[src/rtl/adcseq_pkg.sv]
`timescale 1ns/1ps
package adcseq_pkg;

    typedef enum logic [1:0] {
        SEQ_IDLE    = 2'd0,
        SEQ_ARMED   = 2'd1,
        SEQ_CONVERT = 2'd2,
        SEQ_RECOVER = 2'd3
    } seq_state_t;

    // Shift amount (log2 of divisor) for a select code; codes below 1 alias to 1
    function automatic int code_shift(input int code, input int max_sh);
        int sh;
        sh = (code < 1) ? 1 : code;
        if (sh > max_sh) sh = max_sh;
        return sh;
    endfunction

endpackage

[src/rtl/adcseq_prescaler.sv]
`timescale 1ns/1ps
module adcseq_prescaler #(
    parameter int PRE_W = 7,
    parameter int SEL_W = 3
) (
    input  logic             clk,
    input  logic             rst_n,
    input  logic             enable,
    input  logic [SEL_W-1:0] div_sel,
    output logic             rise_tick,
    output logic             fall_tick
);
    localparam int N_CODES = 1 << SEL_W;

    logic [PRE_W-1:0] count;
    logic [PRE_W-1:0] mask_tbl [N_CODES];
    logic [PRE_W-1:0] sel_mask;
    logic [PRE_W-1:0] half_mask;

    // One low-bit mask per select code, computed at elaboration
    generate
        for (genvar c = 0; c < N_CODES; c++) begin : g_mask
            localparam int SH = adcseq_pkg::code_shift(c, PRE_W);
            assign mask_tbl[c] = PRE_W'((32'd1 << SH) - 32'd1);
        end
    endgenerate

    always_ff @(posedge clk or negedge rst_n) begin
        if (!rst_n) begin
            count <= '0;
        end else if (!enable) begin
            count <= '0;
        end else begin
            count <= count + 1'b1;
        end
    end

    always_comb begin
        sel_mask  = mask_tbl[div_sel];
        half_mask = sel_mask >> 1;
        rise_tick = enable && ((count & sel_mask) == sel_mask);
        fall_tick = enable && ((count & sel_mask) == half_mask);
    end

    // counter cleared whenever enable was low at the previous edge
    a_r1_held_in_reset: assert property (@(posedge clk) disable iff (!rst_n)
        !enable |=> (count == '0));

    // a rising point and a falling point never coincide
    a_r1_ticks_exclusive: assert property (@(posedge clk) disable iff (!rst_n)
        rise_tick |-> !fall_tick);

endmodule

[src/rtl/adcseq_ctrl.sv]
`timescale 1ns/1ps
module adcseq_ctrl
    import adcseq_pkg::*;
#(
    parameter int CONV_CYCLES = 13,
    parameter int SAMPLE_CYC  = 1
) (
    input  logic clk,
    input  logic rst_n,
    input  logic enable,
    input  logic start_wr,
    input  logic free_run,
    input  logic rise_tick,
    input  logic fall_tick,
    output logic busy,
    output logic sample_stb,
    output logic done_stb,
    output logic load_chan,
    output logic capture_res
);
    localparam int          CYC_W = $clog2(CONV_CYCLES);
    localparam logic [CYC_W-1:0] LAST_CYC = CYC_W'(CONV_CYCLES - 1);
    localparam logic [CYC_W-1:0] SAMP_CYC = CYC_W'(SAMPLE_CYC);

    seq_state_t       state, state_nx;
    logic [CYC_W-1:0] cyc, cyc_nx;
    logic             pend, pend_nx;
    logic             sample_hit;

    // Next-state and event decode
    always_comb begin
        state_nx    = state;
        cyc_nx      = cyc;
        pend_nx     = pend;
        load_chan   = 1'b0;
        capture_res = 1'b0;
        sample_hit  = 1'b0;
        if (!enable) begin
            state_nx = SEQ_IDLE;
            pend_nx  = 1'b0;
        end else begin
            unique case (state)
                SEQ_IDLE: begin
                    if (start_wr) state_nx = SEQ_ARMED;
                end
                SEQ_ARMED: begin
                    if (rise_tick) begin
                        state_nx  = SEQ_CONVERT;
                        cyc_nx    = '0;
                        load_chan = 1'b1;
                    end
                end
                SEQ_CONVERT: begin
                    if (fall_tick && (cyc == SAMP_CYC)) sample_hit = 1'b1;
                    if (rise_tick) begin
                        if (cyc == LAST_CYC) begin
                            capture_res = 1'b1;
                            if (free_run) begin
                                cyc_nx    = '0;
                                load_chan = 1'b1;
                            end else begin
                                state_nx = SEQ_RECOVER;
                                pend_nx  = 1'b0;
                            end
                        end else begin
                            cyc_nx = cyc + 1'b1;
                        end
                    end
                end
                SEQ_RECOVER: begin
                    if (rise_tick) begin
                        pend_nx = 1'b0;
                        if (pend || start_wr) begin
                            state_nx  = SEQ_CONVERT;
                            cyc_nx    = '0;
                            load_chan = 1'b1;
                        end else begin
                            state_nx = SEQ_IDLE;
                        end
                    end else if (start_wr) begin
                        pend_nx = 1'b1;
                    end
                end
                default: state_nx = SEQ_IDLE;
            endcase
        end
    end

    // State register
    always_ff @(posedge clk or negedge rst_n) begin
        if (!rst_n) begin
            state <= SEQ_IDLE;
            cyc   <= '0;
            pend  <= 1'b0;
        end else begin
            state <= state_nx;
            cyc   <= cyc_nx;
            pend  <= pend_nx;
        end
    end

    // Registered strobes
    always_ff @(posedge clk or negedge rst_n) begin
        if (!rst_n) begin
            sample_stb <= 1'b0;
            done_stb   <= 1'b0;
        end else begin
            sample_stb <= sample_hit;
            done_stb   <= capture_res;
        end
    end

    assign busy = (state == SEQ_ARMED) || (state == SEQ_CONVERT) ||
                  ((state == SEQ_RECOVER) && pend);

    a_r4_sample_one_wide: assert property (@(posedge clk) disable iff (!rst_n)
        sample_stb |=> !sample_stb);

    a_r5_done_one_wide: assert property (@(posedge clk) disable iff (!rst_n)
        done_stb |=> !done_stb);

    a_r3_start_sets_busy: assert property (@(posedge clk) disable iff (!rst_n)
        (enable && start_wr && state == SEQ_IDLE) |=> busy);

    a_r9_disable_clears_busy: assert property (@(posedge clk) disable iff (!rst_n)
        !enable |=> (!busy && state == SEQ_IDLE));

    a_r8_freerun_restart: assert property (@(posedge clk) disable iff (!rst_n)
        (enable && capture_res && free_run) |=> (state == SEQ_CONVERT && cyc == '0));

    a_r7_recover_after_single: assert property (@(posedge clk) disable iff (!rst_n)
        (enable && capture_res && !free_run) |=> (state == SEQ_RECOVER));

endmodule

[src/rtl/adcseq_capture.sv]
`timescale 1ns/1ps
module adcseq_capture #(
    parameter int CHAN_W = 3,
    parameter int RES_W  = 10
) (
    input  logic              clk,
    input  logic              rst_n,
    input  logic              load_chan,
    input  logic              capture_res,
    input  logic [CHAN_W-1:0] chan_req,
    input  logic [RES_W-1:0]  result_in,
    output logic [CHAN_W-1:0] active_chan,
    output logic [RES_W-1:0]  result_out
);
    always_ff @(posedge clk or negedge rst_n) begin
        if (!rst_n) begin
            active_chan <= '0;
        end else if (load_chan) begin
            active_chan <= chan_req;
        end
    end

    always_ff @(posedge clk or negedge rst_n) begin
        if (!rst_n) begin
            result_out <= '0;
        end else if (capture_res) begin
            result_out <= result_in;
        end
    end

endmodule

[src/rtl/adc_conv_sequencer.sv]
`timescale 1ns/1ps
module adc_conv_sequencer #(
    parameter int PRE_W       = 7,
    parameter int SEL_W       = 3,
    parameter int CHAN_W      = 3,
    parameter int RES_W       = 10,
    parameter int CONV_CYCLES = 13,
    parameter int SAMPLE_CYC  = 1
) (
    input  logic              clk,
    input  logic              rst_n,
    input  logic              enable,
    input  logic [SEL_W-1:0]  div_sel,
    input  logic              start_wr,
    input  logic              free_run,
    input  logic [CHAN_W-1:0] chan_req,
    input  logic [RES_W-1:0]  result_in,
    output logic              busy,
    output logic              sample_stb,
    output logic              done_stb,
    output logic [CHAN_W-1:0] active_chan,
    output logic [RES_W-1:0]  result_out
);
    logic rise_tick;
    logic fall_tick;
    logic load_chan;
    logic capture_res;

    adcseq_prescaler #(
        .PRE_W (PRE_W),
        .SEL_W (SEL_W)
    ) u_presc (
        .clk       (clk),
        .rst_n     (rst_n),
        .enable    (enable),
        .div_sel   (div_sel),
        .rise_tick (rise_tick),
        .fall_tick (fall_tick)
    );

    adcseq_ctrl #(
        .CONV_CYCLES (CONV_CYCLES),
        .SAMPLE_CYC  (SAMPLE_CYC)
    ) u_ctrl (
        .clk         (clk),
        .rst_n       (rst_n),
        .enable      (enable),
        .start_wr    (start_wr),
        .free_run    (free_run),
        .rise_tick   (rise_tick),
        .fall_tick   (fall_tick),
        .busy        (busy),
        .sample_stb  (sample_stb),
        .done_stb    (done_stb),
        .load_chan   (load_chan),
        .capture_res (capture_res)
    );

    adcseq_capture #(
        .CHAN_W (CHAN_W),
        .RES_W  (RES_W)
    ) u_cap (
        .clk         (clk),
        .rst_n       (rst_n),
        .load_chan   (load_chan),
        .capture_res (capture_res),
        .chan_req    (chan_req),
        .result_in   (result_in),
        .active_chan (active_chan),
        .result_out  (result_out)
    );

    // channel only moves on a conversion start
    a_r6_chan_deferred: assert property (@(posedge clk) disable iff (!rst_n)
        !load_chan |=> $stable(active_chan));

    // result only moves together with the completion strobe
    a_r5_result_with_done: assert property (@(posedge clk) disable iff (!rst_n)
        !$stable(result_out) |-> done_stb);

endmodule

[config.mk]
export PLATFORM = sky130hd
export DESIGN_NAME = adc_conv_sequencer
export DESIGN_NICKNAME = d
export VERILOG_FILES = /design/src/rtl/adcseq_pkg.sv /design/src/rtl/adcseq_prescaler.sv /design/src/rtl/adcseq_ctrl.sv /design/src/rtl/adcseq_capture.sv /design/src/rtl/adc_conv_sequencer.sv
export SDC_FILE = /design/constraint.sdc
export NUM_CORES = 1
export LEC_CHECK = 0
export ABC_CLOCK_PERIOD_IN_PS = 2000
export BUFFER_PORTS_ARGS = -buffer_cell sky130_fd_sc_hd__buf_2
export CORE_ASPECT_RATIO = 1.1
export CORE_MARGIN = 8
export CORE_UTILIZATION = 48
export CTS_CLUSTER_DIAMETER = 50
export DETAILED_ROUTE_END_ITERATION = 10
export MAX_ROUTING_LAYER = met4
export PLACE_DENSITY = 0.77
export SYNTH_ARGS = -nofsm -noshare
export SYNTH_HDL_FRONTEND = slang
export SYNTH_SLANG_ARGS = --single-unit
export TNS_END_PERCENT = 10
[constraint.sdc]
create_clock -name clk -period 2 [get_ports clk]
set_clock_uncertainty 0.05 [all_clocks]
set_input_delay 0.1 -clock clk [delete_from_list [all_inputs] [get_ports clk]]
set_output_delay 0.1 -clock clk [all_outputs]
set_load 0.01 [all_outputs]
# After elaboration in Yosys (flattened, before gate mapping)
# Memories as Yosys holds them, arrays and structs flattened.
# Cells that the tools add are included.
op_classes:
  bitwise: 2
  reduce_logical: 12
  n_addsub: 2
  mux: 41
  eq_ne: 20
  shifts: 0
  order_cmp: 1
  div: 0
  n_mul: 0
op_table:
  columns: ["operator", "n"]
  rows:
  - ["$mux 4", 6]
  - ["$mux 7", 3]
  - ["$mux 1", 20]
  - ["$ne 3x3->1 const B", 6]
  - ["$mux 2", 8]
  - ["$pmux 4 s3", 1]
  - ["$pmux 2 s4", 1]
  - ["$add 7x1->7 const B", 1]
  - ["$and 7x7->7", 1]
  - ["$eq 7x6->1", 1]
  - ["$eq 7x7->1", 1]
  - ["$reduce_and 7->1", 1]
  - ["$ne 2x2->1 const B", 3]
  - ["$reduce_and 6->1", 1]
  - ["$reduce_and 5->1", 1]
  - ["$add 4x1->4 const B", 1]
  - ["$eq 2x2->1 const B", 2]
  - ["$eq 4x1->1 const B", 1]
  - ["$eq 4x4->1 const B", 1]
  - ["$ge 4x4->1 const B", 1]
  - ["$logic_and 1x1->1", 4]
  - ["$ne 4x4->1 const B", 1]
  - ["$not 3->4", 1]
  - ["$logic_or 1x1->1", 3]
  - ["8 further kinds", 8]
totals:
  romBits: 56
  ff_bits: 29
  latch_bits: 0
  mem_count: 1
  mem_bits_rw: 0
memory_table:
  columns: ["memory", "depth", "width", "read_ports", "rd_clocked_by_memory_dff", "write_ports", "line_no", "source"]
  rows:
  - ["(name not given)", 8, 7, 1, 0, 0, "adcseq_prescaler.sv:39", "sel_mask = mask_tbl[div_sel];"]

# Depth between registers and ports, before layout
depth:
  depth_word: 11
  mapped_depth: 8
  depth_no_buf: 8

# Modules after synthesis
# From an unflattened synthesis, not the netlist that was laid out.
hier_totals:
  hier_cells: 149
  hier_area_um2: 1729.2
modules_own_cells:
  columns: ["module", "seq_area_each_um2", "cells_each", "n_inst", "area_per_inst_um2"]
  rows:
  - ["adcseq_ctrl", 225.2, 75, 1, 742.0]
  - ["adcseq_capture", 325.3, 27, 1, 520.5]
  - ["adcseq_prescaler", 175.2, 47, 1, 466.7]

# Worst setup path after synthesis
# Ideal clock, no wire load.
synth_path:
  kind: "register to register"
  from: "register u_presc.count[1]"
  to: "register u_cap.result_out[0]"
  synth_period_minus_slack_ns: 2.004
  t_arrival_ns: 1.827
  path_stages_with_launch: 8
  setup_slack_ns: -0.004
  path_cell_list: "dfrtp_1 > nand2b_4 > a21o_1 > a2111o_1 > buf_6 > nor3_4 > buf_6 > mux2_1"
synth_between:
  elab_chain_len: 6
synth_rtl:
  columns: ["item", "line_no", "source"]
  rows:
  - ["start: declaration", "adcseq_prescaler.sv:15", "logic [PRE_W-1:0] count;"]
  - ["start signal: assignment", "adcseq_prescaler.sv:34", "count <= count + 1'b1;"]
  - ["$and 7x7->7", "adcseq_prescaler.sv:41", "rise_tick = enable && ((count & sel_mask) == sel_mask);"]
  - ["$eq 7x7->1", "adcseq_prescaler.sv:41", null]
  - ["$logic_and 1x1->1", "adcseq_prescaler.sv:41", null]
  - ["$mux 1", "adcseq_ctrl.sv:55", "if (rise_tick) begin"]
  - ["$mux 1", "adcseq_ctrl.sv:42", "unique case (state)"]
  - ["$mux 1", "adcseq_ctrl.sv:38", "if (!enable) begin"]
  - ["via capture_res", "adc_conv_sequencer.sv:27", "logic capture_res;"]
  - ["end signal: assignment", "adcseq_capture.sv:27", "result_out <= result_in;"]
  - ["end: declaration", "adcseq_capture.sv:13", "output logic [RES_W-1:0] result_out"]
# The timed path passes the listed nets, and every way through them passes these cells.
# A chain may end at the register's enable or synchronous reset.

# Worst setup path after layout
layout_path:
  from: "register u_presc.count[1]"
  to: "register u_cap.result_out[9]"
layout_between:
  elab_chain_len: 6
layout_rtl:
  columns: ["item", "line_no"]
  rows:
  - ["$and 7x7->7", "adcseq_prescaler.sv:41"]
  - ["$eq 7x7->1", "adcseq_prescaler.sv:41"]
  - ["$logic_and 1x1->1", "adcseq_prescaler.sv:41"]
  - ["$mux 1", "adcseq_ctrl.sv:55"]
  - ["$mux 1", "adcseq_ctrl.sv:42"]
  - ["$mux 1", "adcseq_ctrl.sv:38"]
# Every way passes these cells.

==> results.py <==
metrics = {
    "worst_setup_path": {
        "cp_max_fo": 11,
        "worstSetupEndpointType": "flop",
        "worst-endpoint-required_ns": 2.18,
        "max_stage_delay_ns": 0.46,
        "crit_type": "flop to flop",
        "reg2reg_depth": 7,
        "cp_num_buf_inv": 3,
        "r2r_end": "u_cap.result_out[9]",
        "crit_family": "compound AO/OA/AOI/OAI gates",
        "arrival_ns": 2.20,
        "crit_path_start_kind": "flop",
        "crit_chain": "buf_6 > o21ai_1 > a2111o_1 > buf_6 > nor3_4 > buf_12 > mux2_1",
        "ff2ff_setup_slack_ns": -0.02,
        "rr_startpoint": "u_presc.count[1]",
        "critPathSlowestCell": "a2111o_1",
        "cp_common_cell": "buf_6",
    },
    "routing": {
        "drt-pass1-iter-count": 4,
        "viasPerCell": 5.46,
        "drt_wl_total_mm": 4.24,
        "drc": 0,
        "routedWlPerCell_um": 16.5,
        "vias": 1403,
        "drt_iter0_markers": 76,
        "antenna_left": 0,
    },
    "pwr": {
        "p_comb_share_pct": 32.0,
        "powerDensity_nw_per_um2": 771,
        "p_leak_nw": 1.14,
        "p_int_mw": 1.20,
        "finalPower_mw": 1.75,
        "switching_share_pct": 31.7,
        "peakVddDrop_mv": 0.639,
        "p_clk_share_pct": 29.5,
        "p_switching_mw": 0.555,
        "seqPwrFrac_pct": 38.5,
    },
    "finish": {
        "fin_nets": 249,
        "area_growth_pct": 41.1,
        "final.fill_count": 235,
        "drive_gt1_share_pct": 40.5,
        "finalInstanceArea_sq_um": 2270,
    },
    "place": {
        "gp_congestion": 0.858,
        "placed_area_sq_um": 1920,
        "dp_slack_ns": -0.0181,
        "hpwlAfterDp_mm": 2.78,
        "port_buffers": 36,
    },
    "timing": {
        "fin_crit_ns": 2.02,
        "tightest_slew_ns": 0.645,
        "fmax_mhz": 494,
        "fin_crit_sh_pct": 101,
        "hold_viol": 0,
        "rsz0062_at_grt": "true",
        "setup_violations": 10,
        "drv_slew": 0,
        "maxSlewHeadroom_pct": 57.0,
        "hold_ws_ns": 0.0285,
        "setup-tns-final_ns": -0.0849,
        "worst_slack_ns": -0.0242,
    },
    "synth": {
        "synth-edff-count": 0,
        "yosysWarnings": 0,
        "synthArstFlopShare_pct": 100,
        "syn_area_sq_um": 1610,
        "synth_cell_types": 40,
        "synth_flop_cell": "dfrtp_1",
        "syn-instance-count": 148,
        "synth_nets": 178,
        "ys_ff_latch": 29,
        "avgSynthCellArea_sq_um": 10.9,
        "ys_seq_area_share_pct": 45.0,
    },
    "cts": {
        "clockRootBuffer": "clkbuf_4",
        "cts.sinks": 29,
        "clkLatencyLatePin_ns": 0.33,
        "cts_tree": "done",
        "clkTransAtPathRegs_ns": 0.10,
        "clock_path_buffers": 2,
        "cts_buffers": 5,
        "h-tree-depth": 2,
    },
    "floorplan": {
        "die_height_um": 76.8,
        "rows": 22,
        "start_util_pct": 49.2,
        "die_x_um": 71.2,
        "dieArea_sq_um": 5470,
        "ios": 37,
        "coreArea_sq_um": 3280,
    },
    "worst_hold_path": {
        "hp-class": "input port to flop",
        "hold_start": "enable",
        "hold_depth": 2,
        "holdPathEnd": "u_presc.count[1]",
    },
    "status": {
        "status": "finished, violations left",
        "violations": "setup timing",
    },
    "global_routing": {
        "use_met2_pct": 25.9,
        "grt_pass1_wl_mm": 6.69,
        "met3_usage_pct": 3.77,
        "grt-ovfl-total": 0,
        "use_met1_pct": 17.2,
        "grt_antenna_before_repair": 1,
        "grt_max_degree": 30,
        "grt_pass1_vias": 1451,
        "grt_use_total_pct": 15.7,
        "busiest_layer": "met2",
    },
    "job": {
        "cap_violations": 0,
    },
}
-- area by class of cell --
cell class	instances	area [sq um]	share of cell area (%)
tap	36	45.0	1.98
inverter	9	33.8	1.49
antenna	1	2.50	0.110
sequential	29	727	32.0
clock buffer	6	51.3	2.26
multi-input combinational	106	903	39.7
timing repair buffer	68	473	20.8
clock inverter	2	37.5	1.65
-- Yosys cell counts (2+ instances only) --
cell | number | area [sq um]
and2_1 | 2 | 12.5
mux2i_1 | 2 | 20.0
o22a_1 | 2 | 17.5
ha_1 | 9 | 113
a21o_1 | 2 | 15.0
clkbuf_1 | 2 | 7.51
nand3b_1 | 2 | 15.0
a31oi_1 | 2 | 12.5
nand3_1 | 3 | 15.0
xor2_1 | 4 | 35.0
nand2_1 | 9 | 33.8
nand2b_1 | 3 | 18.8
nor2b_1 | 2 | 12.5
o21ai_0 | 7 | 35.0
mux2_1 | 9 | 101
a21oi_1 | 5 | 25.0
o22ai_1 | 2 | 12.5
and3_1 | 2 | 12.5
xnor2_1 | 3 | 26.3
nor2_1 | 12 | 45.0
nor3_1 | 3 | 15.0
buf_6 | 2 | 22.5
inv_1 | 9 | 33.8
o21ai_1 | 2 | 10.0
mux2_2 | 5 | 56.3
dfrtp_1 | 29 | 726
-- power by group through the flow --
stage	clock network, mW	registers (mW)	logic, mW
2_1_floorplan	0	0.684	0.282
3_3_place_gp	0	0.680	0.451
3_5_place_dp	0	0.684	0.467
4_1_cts	0.523	0.672	0.503
5_1_grt	0.543	0.682	0.615
6_report	0.516	0.675	0.561
-- routing by layer --
metal,routed length [um],vias up
li1,-,666
met3,194,7
met4,101,0
met5,0,-
met1,1640,690
met2,2310,40
-- repair_timing --
| action | CTS | global route |
|---|---|---|
| buffers inserted | 0 | 3 |
| gates resized for setup | 3 | 21 |
| gates cloned | 0 | 1 |
| hold endpoints to repair | 42 | 0 |
| endpoints found under the setup margin | 16 | 20 |
| hold buffers | 14 | 0 |
| pin swaps | 1 | 7 |
-- worst max-delay path by stage --
stage | from | to | cells past startpoint
CTS | u_presc.count[1] | u_cap.result_out[0] | 7
global placement | u_presc.count[1] | u_cap.active_chan[1] | 6
global route | u_presc.count[1] | u_ctrl.cyc[1] | 8
detailed placement | u_presc.count[1] | u_cap.result_out[0] | 7
finish | u_presc.count[1] | u_cap.result_out[9] | 7
floorplan | u_ctrl.cyc[0] | u_cap.active_chan[0] | 6
-- kinds of logic (layout without fill, tap and decap cells) --
logic type	Yosys count	count (layout)	synth area share, %
simple gates	44	44	15.8
compound gates	30	30	13.4
flops	29	29	45.0
mux	16	16	11.0
buf+inv	13	85	3.96
fa+ha+maj	9	9	6.99
xor+xnor	7	7	3.80
other cells	0	1	0
-- worst register-to-register path, stage by stage, from the launching register on --
cell,delay (ns)
dfrtp_1,0.41
buf_6,0.12
o21ai_1,0.06
a2111o_1,0.46
buf_6,0.17
nor3_4,0.15
buf_12,0.17
mux2_1,0.32
-- through the flow --
stage | instances | utilization (%)
finish | 257 | 69.4
CTS | 252 | 66.0
detailed placement | 230 | 58.7
global placement | 230 | 58.7
floorplan | 148 | -
global route | 257 | 69.4
-- registers in the layout, indices dropped and copies added, names as in the netlist --
| signal | count |
|---|---|
| u_ctrl.state | 2 |
| u_ctrl.sample_stb | 1 |
| u_ctrl.pend | 1 |
| u_cap.active_chan | 3 |
| u_ctrl.cyc | 4 |
| u_presc.count | 7 |
| u_ctrl.done_stb | 1 |
| u_cap.result_out | 10 |
-- cell usage in the layout (no fill, tap or decap), drive strengths merged, types with 6 or more instances in the layout --
cell type / instances
buf: 54
dfrtp: 29
dlygate4sd3: 14
mux2: 14
nor2: 12
inv: 9
nand2: 9
ha: 9
o21ai: 9
clkbuf: 6
Note: power is estimated with default switching activity, not from simulation.
